### config.mk
export PLATFORM = sky130hd
export DESIGN_NAME = prescaled_pwm_timer
export DESIGN_NICKNAME = d
export VERILOG_FILES = /design/src/rtl/timer_pkg.sv /design/src/rtl/tmr_ctrl.sv /design/src/rtl/tmr_datapath.sv /design/src/rtl/prescaled_pwm_timer.sv
export SDC_FILE = /design/constraint.sdc
export NUM_CORES = 1
export LEC_CHECK = 0
export BUFFER_PORTS_ARGS = -buffer_cell sky130_fd_sc_hd__buf_2
export CAP_MARGIN = 25
export CORE_ASPECT_RATIO = 0.6
export CORE_UTILIZATION = 40
export CTS_CLUSTER_SIZE = 8
export DETAILED_ROUTE_END_ITERATION = 6
export GPL_ROUTABILITY_DRIVEN = 0
export SLEW_MARGIN = 30
export SYNTH_ARGS = -nofsm -noshare
export SYNTH_HDL_FRONTEND = slang
export SYNTH_SLANG_ARGS = --single-unit
### constraint.sdc
create_clock -name clk -period 2.3 [get_ports clk]
set_input_delay 0.23 -clock clk [delete_from_list [all_inputs] [get_ports clk]]
set_output_delay 0.23 -clock clk [all_outputs]
set_load 0.05 [all_outputs]
### src/rtl/timer_pkg.sv
package timer_pkg;

  localparam int ADDR_W = 3;

  localparam logic [ADDR_W-1:0] ADDR_PRESCALE = 3'd0;
  localparam logic [ADDR_W-1:0] ADDR_RELOAD   = 3'd1;
  localparam logic [ADDR_W-1:0] ADDR_COMPARE  = 3'd2;
  localparam logic [ADDR_W-1:0] ADDR_CONTROL  = 3'd3;
  localparam logic [ADDR_W-1:0] ADDR_STATUS   = 3'd4;
  localparam logic [ADDR_W-1:0] ADDR_COUNTER  = 3'd5;

  localparam int CTL_RUN_BIT = 0;
  localparam int CTL_IRQ_BIT = 1;
  localparam int STS_UPD_BIT = 0;

  // Strobes from control to datapath
  typedef struct packed {
    logic countEn;
    logic wrPrescale;
    logic wrReload;
    logic wrCompare;
  } tmrStrobes_t;

endpackage

### src/rtl/tmr_ctrl.sv
module tmr_ctrl
  import timer_pkg::*;
#(
  parameter int BUS_W = 16
) (
  input  logic              clk,
  input  logic              rstN,
  input  logic              busWe,
  input  logic [ADDR_W-1:0] busAddr,
  input  logic [BUS_W-1:0]  busWdata,
  input  logic              updateEvt,
  output tmrStrobes_t       strobes,
  output logic              runEn,
  output logic              irqEn,
  output logic              updFlag,
  output logic              irqOut
);

  logic wrControl;
  logic wrStatus;
  logic clearReq;

  assign wrControl = busWe && (busAddr == ADDR_CONTROL);
  assign wrStatus  = busWe && (busAddr == ADDR_STATUS);
  assign clearReq  = wrStatus && !busWdata[STS_UPD_BIT];

  always_ff @(posedge clk) begin
    if (!rstN) begin
      runEn <= 1'b0;
      irqEn <= 1'b0;
    end else if (wrControl) begin
      runEn <= busWdata[CTL_RUN_BIT];
      irqEn <= busWdata[CTL_IRQ_BIT];
    end
  end

  // set has priority over a clearing write on the same edge
  always_ff @(posedge clk) begin
    if (!rstN) begin
      updFlag <= 1'b0;
    end else if (updateEvt) begin
      updFlag <= 1'b1;
    end else if (clearReq) begin
      updFlag <= 1'b0;
    end
  end

  always_comb begin
    strobes.countEn    = runEn;
    strobes.wrPrescale = busWe && (busAddr == ADDR_PRESCALE);
    strobes.wrReload   = busWe && (busAddr == ADDR_RELOAD);
    strobes.wrCompare  = busWe && (busAddr == ADDR_COMPARE);
  end

  assign irqOut = updFlag && irqEn;

endmodule

### src/rtl/tmr_datapath.sv
module tmr_datapath
  import timer_pkg::*;
#(
  parameter int CNT_W = 16,
  parameter int PSC_W = 16,
  parameter int BUS_W = 16
) (
  input  logic             clk,
  input  logic             rstN,
  input  tmrStrobes_t      strobes,
  input  logic [BUS_W-1:0] wrData,
  output logic [PSC_W-1:0] prescaleVal,
  output logic [CNT_W-1:0] reloadPre,
  output logic [CNT_W-1:0] comparePre,
  output logic [CNT_W-1:0] reloadAct,
  output logic [CNT_W-1:0] compareAct,
  output logic [CNT_W-1:0] cntVal,
  output logic             updateEvt,
  output logic             pwmOut
);

  logic [PSC_W-1:0] pscCnt;
  logic             tick;

  always_ff @(posedge clk) begin
    if (!rstN) begin
      prescaleVal <= '0;
      reloadPre   <= '0;
      comparePre  <= '0;
    end else begin
      if (strobes.wrPrescale) prescaleVal <= wrData[PSC_W-1:0];
      if (strobes.wrReload)   reloadPre   <= wrData[CNT_W-1:0];
      if (strobes.wrCompare)  comparePre  <= wrData[CNT_W-1:0];
    end
  end

  // >= keeps the divider bounded if the limit drops mid-run
  assign tick      = strobes.countEn && (pscCnt >= prescaleVal);
  assign updateEvt = tick && (cntVal >= reloadAct);

  always_ff @(posedge clk) begin
    if (!rstN) begin
      pscCnt <= '0;
    end else if (strobes.countEn) begin
      pscCnt <= tick ? '0 : pscCnt + 1'b1;
    end
  end

  always_ff @(posedge clk) begin
    if (!rstN) begin
      cntVal <= '0;
    end else if (tick) begin
      cntVal <= updateEvt ? '0 : cntVal + 1'b1;
    end
  end

  always_ff @(posedge clk) begin
    if (!rstN) begin
      reloadAct  <= '0;
      compareAct <= '0;
    end else if (updateEvt) begin
      reloadAct  <= reloadPre;
      compareAct <= comparePre;
    end
  end

  assign pwmOut = cntVal < compareAct;

endmodule

### src/rtl/prescaled_pwm_timer.sv
module prescaled_pwm_timer
  import timer_pkg::*;
#(
  parameter int CNT_W = 16,
  parameter int PSC_W = 16,
  parameter int BUS_W = (CNT_W > PSC_W) ? CNT_W : PSC_W
) (
  input  logic              clk,
  input  logic              rstN,
  input  logic              busWe,
  input  logic [ADDR_W-1:0] busAddr,
  input  logic [BUS_W-1:0]  busWdata,
  output logic [BUS_W-1:0]  busRdata,
  output logic              pwmOut,
  output logic              irqOut
);

  tmrStrobes_t      strobes;
  logic             runEn;
  logic             irqEn;
  logic             updFlag;
  logic             updateEvt;
  logic [PSC_W-1:0] prescaleVal;
  logic [CNT_W-1:0] reloadPre;
  logic [CNT_W-1:0] comparePre;
  logic [CNT_W-1:0] reloadAct;
  logic [CNT_W-1:0] compareAct;
  logic [CNT_W-1:0] cntVal;

  tmr_ctrl #(.BUS_W(BUS_W)) u_ctrl (
    .clk      (clk),
    .rstN     (rstN),
    .busWe    (busWe),
    .busAddr  (busAddr),
    .busWdata (busWdata),
    .updateEvt(updateEvt),
    .strobes  (strobes),
    .runEn    (runEn),
    .irqEn    (irqEn),
    .updFlag  (updFlag),
    .irqOut   (irqOut)
  );

  tmr_datapath #(.CNT_W(CNT_W), .PSC_W(PSC_W), .BUS_W(BUS_W)) u_dp (
    .clk        (clk),
    .rstN       (rstN),
    .strobes    (strobes),
    .wrData     (busWdata),
    .prescaleVal(prescaleVal),
    .reloadPre  (reloadPre),
    .comparePre (comparePre),
    .reloadAct  (reloadAct),
    .compareAct (compareAct),
    .cntVal     (cntVal),
    .updateEvt  (updateEvt),
    .pwmOut     (pwmOut)
  );

  always_comb begin
    busRdata = '0;
    case (busAddr)
      ADDR_PRESCALE: busRdata[PSC_W-1:0] = prescaleVal;
      ADDR_RELOAD:   busRdata[CNT_W-1:0] = reloadPre;
      ADDR_COMPARE:  busRdata[CNT_W-1:0] = comparePre;
      ADDR_CONTROL: begin
        busRdata[CTL_RUN_BIT] = runEn;
        busRdata[CTL_IRQ_BIT] = irqEn;
      end
      ADDR_STATUS:   busRdata[STS_UPD_BIT] = updFlag;
      ADDR_COUNTER:  busRdata[CNT_W-1:0] = cntVal;
      default:       busRdata = '0;
    endcase
  end

endmodule

======== After elaboration in Yosys (flattened, before gate mapping) ========
Cells that the tools add are included.
W data, S select, Z words.
word-level totals
  bits in registers ....................... 115
  bits in latches ......................... 0
  memory bits (writable) .................. 0
  bits in read-only memories .............. 0
  input port bits ......................... 22
  output and inout bits ................... 18
  word-level logic and storage cells ...... 39
  memories kept ........................... 0
operators by class
  add/subtract/negate cells ............... 2
  $mul .................................... 0
  divide/modulo/power cells ............... 0
  order comparisons ....................... 3
  eq/ne operators ......................... 5
  shift-type cells ........................ 0
  muxes and demuxes ....................... 7
  bitwise gates (word level) .............. 0
  reduce and logical (&&, ||, !) cells .... 12
operator list
  operator                 number
  $pmux W14 S4             1
  $add A16 B1 Y16 const B  2
  $ge A16 B16 Y1           2
  $mux W16                 2
  $lt A16 B16 Y1           1
  $logic_and A1 B1 Y1      9
  $eq A3 B2 Y1 const B     2
  $eq A3 B3 Y1 const B     2
  $pmux W1 S6              1
  $pmux W1 S5              1
  $eq A3 B1 Y1 const B     1
  $logic_not A3 Y1         1
  $mux W1                  2
  $reduce_bool A2 Y1       1
  $logic_not A1 Y1         1

======== Longest topological paths before layout ========
Gate-level depths: netlist of run 1.
  word-level depth ........................ 5
  depth in mapped cells ................... 10
  mapped depth without buffers ............ 8

======== By module ========
A second synthesis of run 1 with hierarchy kept.
unflattened totals
  cells, all modules ...................... 739
  area, all modules ....................... 6522.5 sq um
by module, submodules not included
  module               instances  cells an instance  area each (sq um)  sequential area each (sq um)
  tmr_datapath         1          638                5689.2             2242.2
  prescaled_pwm_timer  1          82                 654.4              0.0
  tmr_ctrl             1          19                 178.9              60.1

======== Least setup slack after synthesis of run 1 ========
OpenSTA, ideal clock, no wires.
  path type ............................... input to output
  start ................................... in busAddr[0]
  end ..................................... out busRdata[10]
  arrival time ............................ 2177 ps
  data required time ...................... 2070 ps
  path slack .............................. -107 ps
  stages .................................. 6
  buffers on the path ..................... 3
  path through ............................ clkbuf_1 > and2_1 > clkbuf_1 > clkbuf_1 > a21oi_1 > o21ai_0
on the way
  cells in the longest elaborated chain, start to end .. 2
  elaborated cells on any way between the ends .. 5
  those cells by class .................... eq/ne (3); mux (1); reduce/logical (1)
ends and longest elaborated chain
  item                                        RTL line                   RTL
  from (decl)                                 prescaled_pwm_timer.sv:11  input logic [ADDR_W-1:0] busAddr,
  $eq A3 B3 Y1, or another cell as far along  prescaled_pwm_timer.sv:61  case (busAddr)
  $pmux W14 S4 (*)                            prescaled_pwm_timer.sv:61
  to (decl)                                   prescaled_pwm_timer.sv:13  output logic [BUS_W-1:0] busRdata,
Every way passes the cells marked *; elsewhere a longest branch is shown, timed or not.

======== Worst setup path after layout of run 1 ========
  start ................................... reg u_dp.compareAct[15]
  end ..................................... out pwmOut
on the way
  cells in the longest elaborated chain, start to end .. 1
ends and longest elaborated chain
  item                    RTL line                   RTL
  from (decl)             tmr_datapath.sv:16         output logic [CNT_W-1:0] compareAct,
  from (signal assigned)  tmr_datapath.sv:63         compareAct <= comparePre;
  $lt A16 B16 Y1          tmr_datapath.sv:67         assign pwmOut = cntVal < compareAct;
  to (decl)               prescaled_pwm_timer.sv:14  output logic pwmOut,
No other way between the ends.

==> flow_summary.json, run 1 <==
{
  "grt_max_degree": 81,
  "intPower_uw": 4280,
  "synth.net_count": 876,
  "synthDistinctLibCells": 48,
  "met3_length_mm": 1.31,
  "dp_hpwl_mm": 12.8,
  "reg2reg_slack_ns": 0.03,
  "postSynthCellCount": 805,
  "num_vias": 5759,
  "drv_cap": 0,
  "p_comb_share_pct": 5.3,
  "wl_per_cell_um": 16.7,
  "crit_path_end_kind": "output pin",
  "hold_violations": 0,
  "drt-pass1-iter-count": 5,
  "cp_slowest_stage_delay_ns": 0.37,
  "synth_edf_count": 0,
  "total_power_uw": 5430,
  "dp_cells": 1052,
  "holdBufCountCts": 0,
  "finClkSkew_ns": 0.00871,
  "yosys_warnings": 0,
  "die_h_um": 99.8,
  "route.detailed.drc": 0,
  "vias_per_cell": 5.27,
  "synth.avg_cell_area_sq_um": 7.92,
  "ys_seq_elements": 115,
  "drive_gt1_share_pct": 22.1,
  "fin_util_pct": 52.5,
  "nNetsFinal": 949,
  "hold_class": "in -> reg",
  "finalCritPeriodShare_pct": 102,
  "switching_share_pct": 21.2,
  "highest_layer": "met4",
  "grt_pass1_vias": 5318,
  "dr_wl_met2_mm": 7.53,
  "dr.first_iter.drc_count": 454,
  "clockBufferDepth": 2,
  "crit_chain": "inv_2, ha_4, nand4_1, a2111oi_2, buf_4, a21oi_4, buf_6",
  "p_per_area_nw_per_um2": 669,
  "start_util_pct": 41.3,
  "power_switching_uw": 1150,
  "seq_area_frac_synth_pct": 36.1,
  "cts_tree": "done",
  "ant_nets": 0,
  "final_cell_mix": "nand2_1, dfxtp_1, a21oi_1",
  "ir_worst_vdd_mv": 0.495,
  "wl_met1_mm": 9.32,
  "clkTransAtPathRegs_ns": 0.06,
  "final_common_cell": "nand2_1",
  "drt-total-wl_mm": 18.3,
  "cp-start-kind": "flop",
  "n_antenna_cell": 0,
  "status": "complete, but fails checks",
  "cp_slowest_cell": "a2111oi_2",
  "fp.dieArea_sq_um": 16500,
  "rows": 35,
  "grt_pass1_wl_mm": 28.3,
  "period_needed_ns": 2.34,
  "cts_sinks": 115,
  "power.leakage_uw": 0.00301,
  "relSlewSlack_pct": 53.2,
  "synth_flop_cell": "dfxtp_1",
  "io_buffers": 39,
  "cts-root-buf": "clkbuf_16",
  "die_w_um": 165,
  "fmax_ghz": 0.427,
  "crit_type": "reg -> out",
  "slew_violations": 0,
  "placed_cell_area_sq_um": 7060,
  "setup_viol": 1,
  "cp_max_fo": 2,
  "core_sq_um": 15500,
  "antenna_found_initial": 0,
  "max_slew.worst_pin.slew_ns": 0.700,
  "clockPowerShare_pct": 57.4,
  "async_flop_share_pct": 0,
  "arrival_ns": 2.11,
  "clock_latency_ns": 0.41,
  "syn2layout_area_growth_pct": 27.3,
  "cts_made_buffers": 17,
  "setup_ws_ns": -0.0394,
  "rsz0062_at_grt": "true",
  "violations": "setup timing",
  "netlist_area_sq_um": 6380,
  "critPathRequiredTime_ns": 2.07,
  "final_area_sq_um": 8120,
  "grt_util_all_layers_pct": 22.2,
  "grt_remaining_overflow": 0,
  "seqPwrFrac_pct": 37.4,
  "h-tree-depth": 4,
  "ios": 40,
  "final_cell_count_no_fill": 1093
}
==> worst max-delay path: cells and delay by family, from the launching register on <==
family | cells | cell delay, ns
AO/OA/AOI/OAI | 2 | 0.43
buffers and inverters | 3 | 0.39
flip-flops | 1 | 0.33
AND/OR/NAND/NOR | 1 | 0.29
adder cells (fa/ha/maj) | 1 | 0.26
==> cell families after synthesis <==
family	Yosys count	synth area share, %
multiplexers	52	8.18
adder cells (fa/ha/maj)	49	9.61
flip-flops	115	36.1
XOR/XNOR	15	2.06
AO/OA/AOI/OAI	161	16.1
AND/OR/NAND/NOR	315	21.1
buffers and inverters	98	6.77
==> repair_timing <==
action	in CTS	in global routing
gates resized for setup	21	46
setup endpoints to repair	1	49
pin swaps	6	13
gates cloned	0	1
endpoints found under the hold margin	0	0
buffers inserted	2	8
==> final cells by class <==
class / instances / area (sq um)
Clock inverter: 8 / 195
Sequential cell: 115 / 2340
Multi-Input combinational cell: 592 / 3850
Timing Repair Buffer: 99 / 777
Fill cell: 1450 / 7340
Inverter: 53 / 199
Tap cell: 203 / 254
Clock buffer: 23 / 498
==> worst paths after layout <==
path,start,end,cells past startpoint
min,busWdata[12],u_dp.prescaleVal[12],3
max reg2reg,u_dp.prescaleVal[9],u_dp.reloadAct[2],9
min reg2reg,u_dp.reloadAct[5],u_dp.reloadAct[5],2
max,u_dp.compareAct[15],pwmOut,7
==> power groups by stage <==
stage	clock, uW	combinational [uW]	sequential, uW
after floorplan	0	170	2070
after global placement	0	271	2070
after detailed placement	0	270	2070
after CTS	3130	275	2030
after global routing	3250	311	2030
final	3120	286	2030
==> synth_stat cells (2+ instances only) <==
library cell / number / area [sq um]
o21a_1: 5 / 37.5
nand3_1: 13 / 65.1
buf_4: 2 / 15.0
nor4_1: 10 / 62.6
o22ai_1: 13 / 81.3
xnor2_1: 9 / 78.8
mux2i_1: 51 / 510
nor3b_1: 4 / 30.0
a21oi_1: 78 / 390
nand4_1: 10 / 62.6
a221oi_1: 2 / 17.5
and3_1: 7 / 43.8
buf_2: 6 / 30.0
nor2b_1: 5 / 31.3
nand2_1: 196 / 736
buf_12: 3 / 60.1
nand2b_1: 3 / 18.8
dfxtp_1: 115 / 2300
buf_1: 2 / 7.51
ha_1: 49 / 613
a21o_1: 8 / 60.1
xor2_1: 6 / 52.6
clkbuf_1: 32 / 120
nor2_1: 48 / 180
a211oi_1: 3 / 22.5
and2_1: 7 / 43.8
a32o_1: 14 / 140
o2bb2ai_1: 2 / 17.5
o211ai_1: 3 / 22.5
and4_1: 2 / 17.5
nor3_1: 7 / 35.0
o21ai_0: 21 / 105
a22oi_1: 2 / 15.0
inv_1: 53 / 199
==> routing by layer <==
metal	GRT usage, %	vias to the layer above
met5	0	-
met4	5.36	0
met2	30.7	178
met1	33.8	2668
li1	-	2899
met3	5.50	14
==> state kept, by name, indices dropped and copies added (netlist names) <==
| signal | cells |
|---|---|
| u_ctrl.irqEn | 1 |
| u_ctrl.runEn | 1 |
| u_ctrl.updFlag | 1 |
| u_dp.cntVal | 16 |
| u_dp.compareAct | 16 |
| u_dp.comparePre | 16 |
| u_dp.prescaleVal | 16 |
| u_dp.pscCnt | 16 |
| u_dp.reloadAct | 16 |
| u_dp.reloadPre | 16 |
==> per-stage QoR <==
step	hold slack, ns	setup WS [ns]	TNS [ns]
after floorplan	0.366	0.0909	0
after global placement	0.444	0.0756	0
after detailed placement	0.447	0.0587	0
after CTS	0.0689	0.000109	0
after global routing	0.0583	-0.128	-2.24
final	0.0743	-0.0394	-0.0394
No activity file was read; power rests on OpenSTA's default activity.
==> run 2, diff against run 1 <==
==> constraint.sdc (replaced) <==
create_clock -name clk -period 2.7 [get_ports clk]
set_input_delay 0.27 -clock clk [delete_from_list [all_inputs] [get_ports clk]]
set_output_delay 0.27 -clock clk [all_outputs]
set_load 0.05 [all_outputs]
==> run 2 against run 1 <==
Compared with the run above: the flow now finishes without violations; die area did not move; utilization fell by 3.9 points; non-clock buffer count fell by 14; register-to-register slack improved by 0.26 ns; global-route usage fell by 0.51 points; sequential share of layout area rose by 1.9 points; sequential power fell by 15%; routed wire length fell by 5.1%; flip-flop and latch count did not move; via count fell by 1.4%; largest power group unchanged.
==> flow_summary.json, run 2 (synthesis gave the netlist of run 1 again) <==
{
  "rsz0062_at_grt": "false",
  "syn2layout_area_growth_pct": 17.7,
  "reg2reg_depth": 9,
  "ios": 40,
  "pre_cts_slack_ns": -0.0178,
  "finClkSkew_ns": 0.0150,
  "clockBufferDepth": 2,
  "die_h_um": 99.8,
  "hold_class": "in -> reg",
  "critPathRequiredTime_ns": 2.43,
  "setup_viol": 0,
  "clkTransAtPathRegs_ns": 0.06,
  "reg2reg_slack_ns": 0.29,
  "total_power_uw": 4050,
  "cts_made_buffers": 17,
  "max_slew.worst_pin.slew_ns": 0.690,
  "hold_violations": 0,
  "fill_cells": 1540,
  "min-delay-start": "busWdata[11]",
  "drive_gt1_share_pct": 14.3,
  "cp-start-kind": "flop",
  "status": "finished, final reports clean",
  "arrival_ns": 2.29,
  "p_per_area_nw_per_um2": 540,
  "core_sq_um": 15500,
  "hold_depth": 3,
  "setup_ws_ns": 0.140,
  "n_antenna_cell": 0,
  "drt-total-wl_mm": 17.3,
  "grt_remaining_overflow": 0,
  "clock_latency_ns": 0.42,
  "final_cell_mix": "nand2_1, dfxtp_1, a21oi_1",
  "route.detailed.drc": 0,
  "die_w_um": 165,
  "dp_hpwl_mm": 12.7,
  "holdPathEnd": "u_dp.prescaleVal[11]",
  "ir_worst_vdd_mv": 0.321,
  "nNetsFinal": 935,
  "wl_per_cell_um": 16.1,
  "crit_type": "reg -> out",
  "holdBufCountCts": 0,
  "r2r_end": "u_dp.cntVal[9]",
  "drv_cap": 0,
  "period_needed_ns": 2.56,
  "grt_pass1_wl_mm": 27.4,
  "num_vias": 5677,
  "antenna_found_initial": 0,
  "ant_nets": 0,
  "cts-root-buf": "clkbuf_16",
  "grt_max_degree": 53,
  "drt-pass1-iter-count": 5,
  "cp_max_fo": 6,
  "dr.first_iter.drc_count": 497,
  "finalCritPeriodShare_pct": 94.8,
  "cts_tree": "done",
  "power.leakage_uw": 0.00280,
  "slew_violations": 0,
  "rows": 35,
  "final_common_cell": "nand2_1",
  "h-tree-depth": 4,
  "relSlewSlack_pct": 53.9,
  "timing.rr.start": "u_dp.reloadAct[13]",
  "vias_per_cell": 5.26,
  "fp.dieArea_sq_um": 16500,
  "io_buffers": 39,
  "fmax_ghz": 0.391,
  "cts_sinks": 115,
  "grt_util_all_layers_pct": 21.7,
  "start_util_pct": 41.3,
  "crit_path_end_kind": "output pin",
  "grt_pass1_vias": 5172
}
run 2: cell count changes in the layout (fill, tap and decap cells not counted), sizes merged:
cell and change:
buf -13, clkinv +7, bufinv -5, clkbuf -4, clkinvlp +1
run 2: timing repair:
action                     4_1_cts  5_1_grt
resized for setup                0        0
setup buffers                    1        0
setup endpoints to repair       17        0
run 2: metrics by stage:
step | hold WS [ns] | util (%) | cell area (sq um) | instances | setup TNS, ns
floorplan | 0.406 | - | 6380 | 805 | 0
global placement | 0.443 | 44.9 | 6940 | 1047 | 0
detailed placement | 0.448 | 44.9 | 6940 | 1047 | -0.0596
CTS | 0.118 | 48.6 | 7510 | 1079 | 0
global route | 0.128 | 48.6 | 7510 | 1079 | 0
finish | 0.120 | 48.6 | 7510 | 1079 | 0
run 2: worst max-delay path by stage:
stage | start | end | slack (ns)
after floorplan | busAddr[0] | busRdata[10] | 0.21
after global placement | u_dp.prescaleVal[11] | u_dp.compareAct[8] | 0.007
after detailed placement | u_dp.prescaleVal[9] | u_dp.reloadAct[15] | -0.02
after CTS | u_dp.cntVal[13] | pwmOut | 0.11
after global routing | u_dp.cntVal[9] | pwmOut | 0.02
final | u_dp.cntVal[13] | pwmOut | 0.14
run 2: worst max-delay path, stage by stage, from the launching register on:
cell	delay, ns
dfxtp_1	0.31
buf_4	0.16
ha_1	0.30
a21o_1	0.17
a21o_1	0.17
a21oi_1	0.12
o21ai_0	0.15
a21oi_1	0.20
buf_2	0.29
run 2: where the power goes:
group | total (uW) | internal (uW) | switching [uW]
Combinational | 222 | 65.9 | 156
Clock | 2100 | 1290 | 809
Sequential | 1730 | 1720 | 13.6
Total | 4050 | 3070 | 979
run 2: final cells by class:
type | instances | area [sq um] | share of cell area, %
repair buffers | 85 | 566 | 7.53
well taps | 203 | 254 | 3.38
clock inverters | 11 | 87.6 | 1.17
clock buffers | 20 | 457 | 6.08
multi-input cells | 592 | 3640 | 48.5
flip-flops and latches | 115 | 2300 | 30.7
inverters | 53 | 199 | 2.65
run 2: per-layer routing:
layer / wire length [um] / track usage (%)
met1: 9240 / 34.4
met2: 6880 / 29.1
met5: 0 / 0
met3: 1020 / 3.93
met4: 194 / 5.86
==> run 3, diff against run 2 <==
--- a/config.mk
+++ b/config.mk
@@ -7,7 +7,7 @@
 export LEC_CHECK = 0
 export BUFFER_PORTS_ARGS = -buffer_cell sky130_fd_sc_hd__buf_2
 export CAP_MARGIN = 25
-export CORE_ASPECT_RATIO = 0.6
+export CORE_ASPECT_RATIO = 0.8
 export CORE_UTILIZATION = 40
 export CTS_CLUSTER_SIZE = 8
 export DETAILED_ROUTE_END_ITERATION = 6
==> run 3 against run 2 <==
Compared with the run above: total power up 5.7%; largest cell class unchanged; critical path type unchanged; sequential share of layout area up 0.40 points; highest routed layer unchanged; register-to-register slack better by 0.06 ns; worst setup slack better by 0.085 ns; routed wire length down 1.2%; utilization down 0.16 points; clock skew down 0.0015 ns.
==> flow_summary.json, run 3 (synthesis gave the netlist of run 1 again) <==
{
  "h-tree-depth": 4,
  "syn2layout_area_growth_pct": 16.3,
  "drive_gt1_share_pct": 12.0,
  "drv_cap": 0,
  "num_vias": 5591,
  "placed_cell_area_sq_um": 6810,
  "relSlewSlack_pct": 43.2,
  "cts_sinks": 115,
  "route.detailed.drc": 0,
  "holdBufCountCts": 0,
  "io_buffers": 39,
  "finalCritPeriodShare_pct": 91.7,
  "cts-root-buf": "clkbuf_16",
  "die_h_um": 115,
  "drt-pass1-iter-count": 5,
  "critPathRequiredTime_ns": 2.43,
  "period_needed_ns": 2.47,
  "fp.dieArea_sq_um": 16500,
  "grt_pass1_wl_mm": 27.6,
  "wl_per_cell_um": 16.1,
  "final_area_sq_um": 7410,
  "start_util_pct": 41.6,
  "vias_per_cell": 5.25,
  "nNetsFinal": 913,
  "dr_wl_met2_mm": 7.47,
  "setup_viol": 0,
  "crit_path_end_kind": "output pin",
  "n_antenna_cell": 0,
  "hold_violations": 0,
  "grt_util_all_layers_pct": 21.7,
  "slew_violations": 0,
  "cp-start-kind": "flop",
  "pre_cts_slack_ns": 0.403,
  "rsz0062_at_grt": "false",
  "crit_chain": "buf_4, ha_1, a21o_1, a21o_1, a21oi_1, o21ai_0, a21oi_1, buf_2",
  "ir_worst_vdd_mv": 0.427,
  "cts_made_buffers": 17,
  "met3_length_um": 824,
  "die_w_um": 143,
  "cts_tree": "done",
  "p_per_area_nw_per_um2": 578,
  "cp_max_fo": 6,
  "status": "finished, final reports clean",
  "hold_class": "in -> reg",
  "max_slew.worst_pin.slew_ns": 0.852,
  "ant_nets": 0,
  "cts_setup_buffers": 0,
  "rows": 40,
  "crit_type": "reg -> out",
  "grt_max_degree": 81,
  "clock_latency_ns": 0.42,
  "drt-total-wl_mm": 17.1,
  "finClkSkew_ns": 0.0135,
  "arrival_ns": 2.20,
  "core_sq_um": 15300,
  "ios": 40,
  "clockBufferDepth": 2,
  "wl_met1_mm": 8.64,
  "holdWs_ns": 0.115,
  "power.leakage_uw": 0.00272,
  "final_cell_mix": "nand2_1, dfxtp_1, a21oi_1",
  "antenna_found_initial": 0,
  "cp_slowest_cell": "dfxtp_1",
  "final_common_cell": "nand2_1",
  "dr.first_iter.drc_count": 352,
  "highest_layer": "met4",
  "setup_tns_ns": 0,
  "setup_ws_ns": 0.225,
  "dp_hpwl_mm": 12.0,
  "fmax_ghz": 0.404,
  "grt_pass1_vias": 5210,
  "clkTransAtPathRegs_ns": 0.06,
  "cp_slowest_stage_delay_ns": 0.37,
  "grt_remaining_overflow": 0
}
-- run 3: cell count changes in the layout (fill, tap and decap cells not counted), moves of 2 or more --
cell	previous run	this run
clkinv_2	7	4
clkinv_4	0	2
bufinv_16	1	3
clkbuf_1	1	3
buf_4	44	22
clkinvlp_4	3	0
-- run 3: where the power goes --
group	internal, uW	switching, uW	total (uW)
combinational	65.1	155	220
clock	1520	812	2330
sequential	1720	14.9	1730
total	3300	982	4280
-- run 3: area by class of cell --
type                            count  area [sq um]
Inverter                           53           199
Clock buffer                       23           478
Multi-Input combinational cell    592          3640
Tap cell                          210           263
Timing Repair Buffer               63           400
Clock inverter                      9           128
Fill cell                        1523          7900
Sequential cell                   115          2300
-- run 3: repair_timing --
action                                  4_1_cts  5_1_grt
endpoints found under the setup margin        0        1
hold endpoints to repair                      0        0
gates resized for setup                       0        1
-- run 3: stage by stage --
| step | power, uW | util (%) | instances |
|---|---|---|---|
| after floorplan | 1900 | - | 805 |
| after global placement | 1980 | 44.5 | 1033 |
| after detailed placement | 1980 | 44.5 | 1033 |
| after CTS | 4310 | 48.4 | 1065 |
| after global routing | 4410 | 48.4 | 1065 |
| final | 4280 | 48.4 | 1065 |
-- run 3: metal layers --
| layer | vias up | GRT usage (%) |
|---|---|---|
| li1 | 2830 | - |
| met5 | - | 0 |
| met3 | 14 | 4.58 |
| met2 | 135 | 33.9 |
| met1 | 2612 | 30.4 |
| met4 | 0 | 5.38 |
-- run 3: worst paths after layout --
path                                to  slack (ns)          startpoint  cells past startpoint
setup reg to reg        u_dp.cntVal[2]        0.35  u_dp.reloadAct[10]                      9
setup / recovery                pwmOut        0.23      u_dp.cntVal[9]                      8
hold reg to reg     u_dp.compareAct[9]        0.46  u_dp.compareAct[9]                      2
hold / removal    u_dp.prescaleVal[10]        0.11        busWdata[10]                      3
-- run 3: critical path: cells and delay by family, from the launching register on --
| family | cells | cell delay [ns] |
|---|---|---|
| flops | 1 | 0.37 |
| compound gates | 5 | 0.71 |
| buf+inv | 2 | 0.45 |
| fa+ha+maj | 1 | 0.25 |
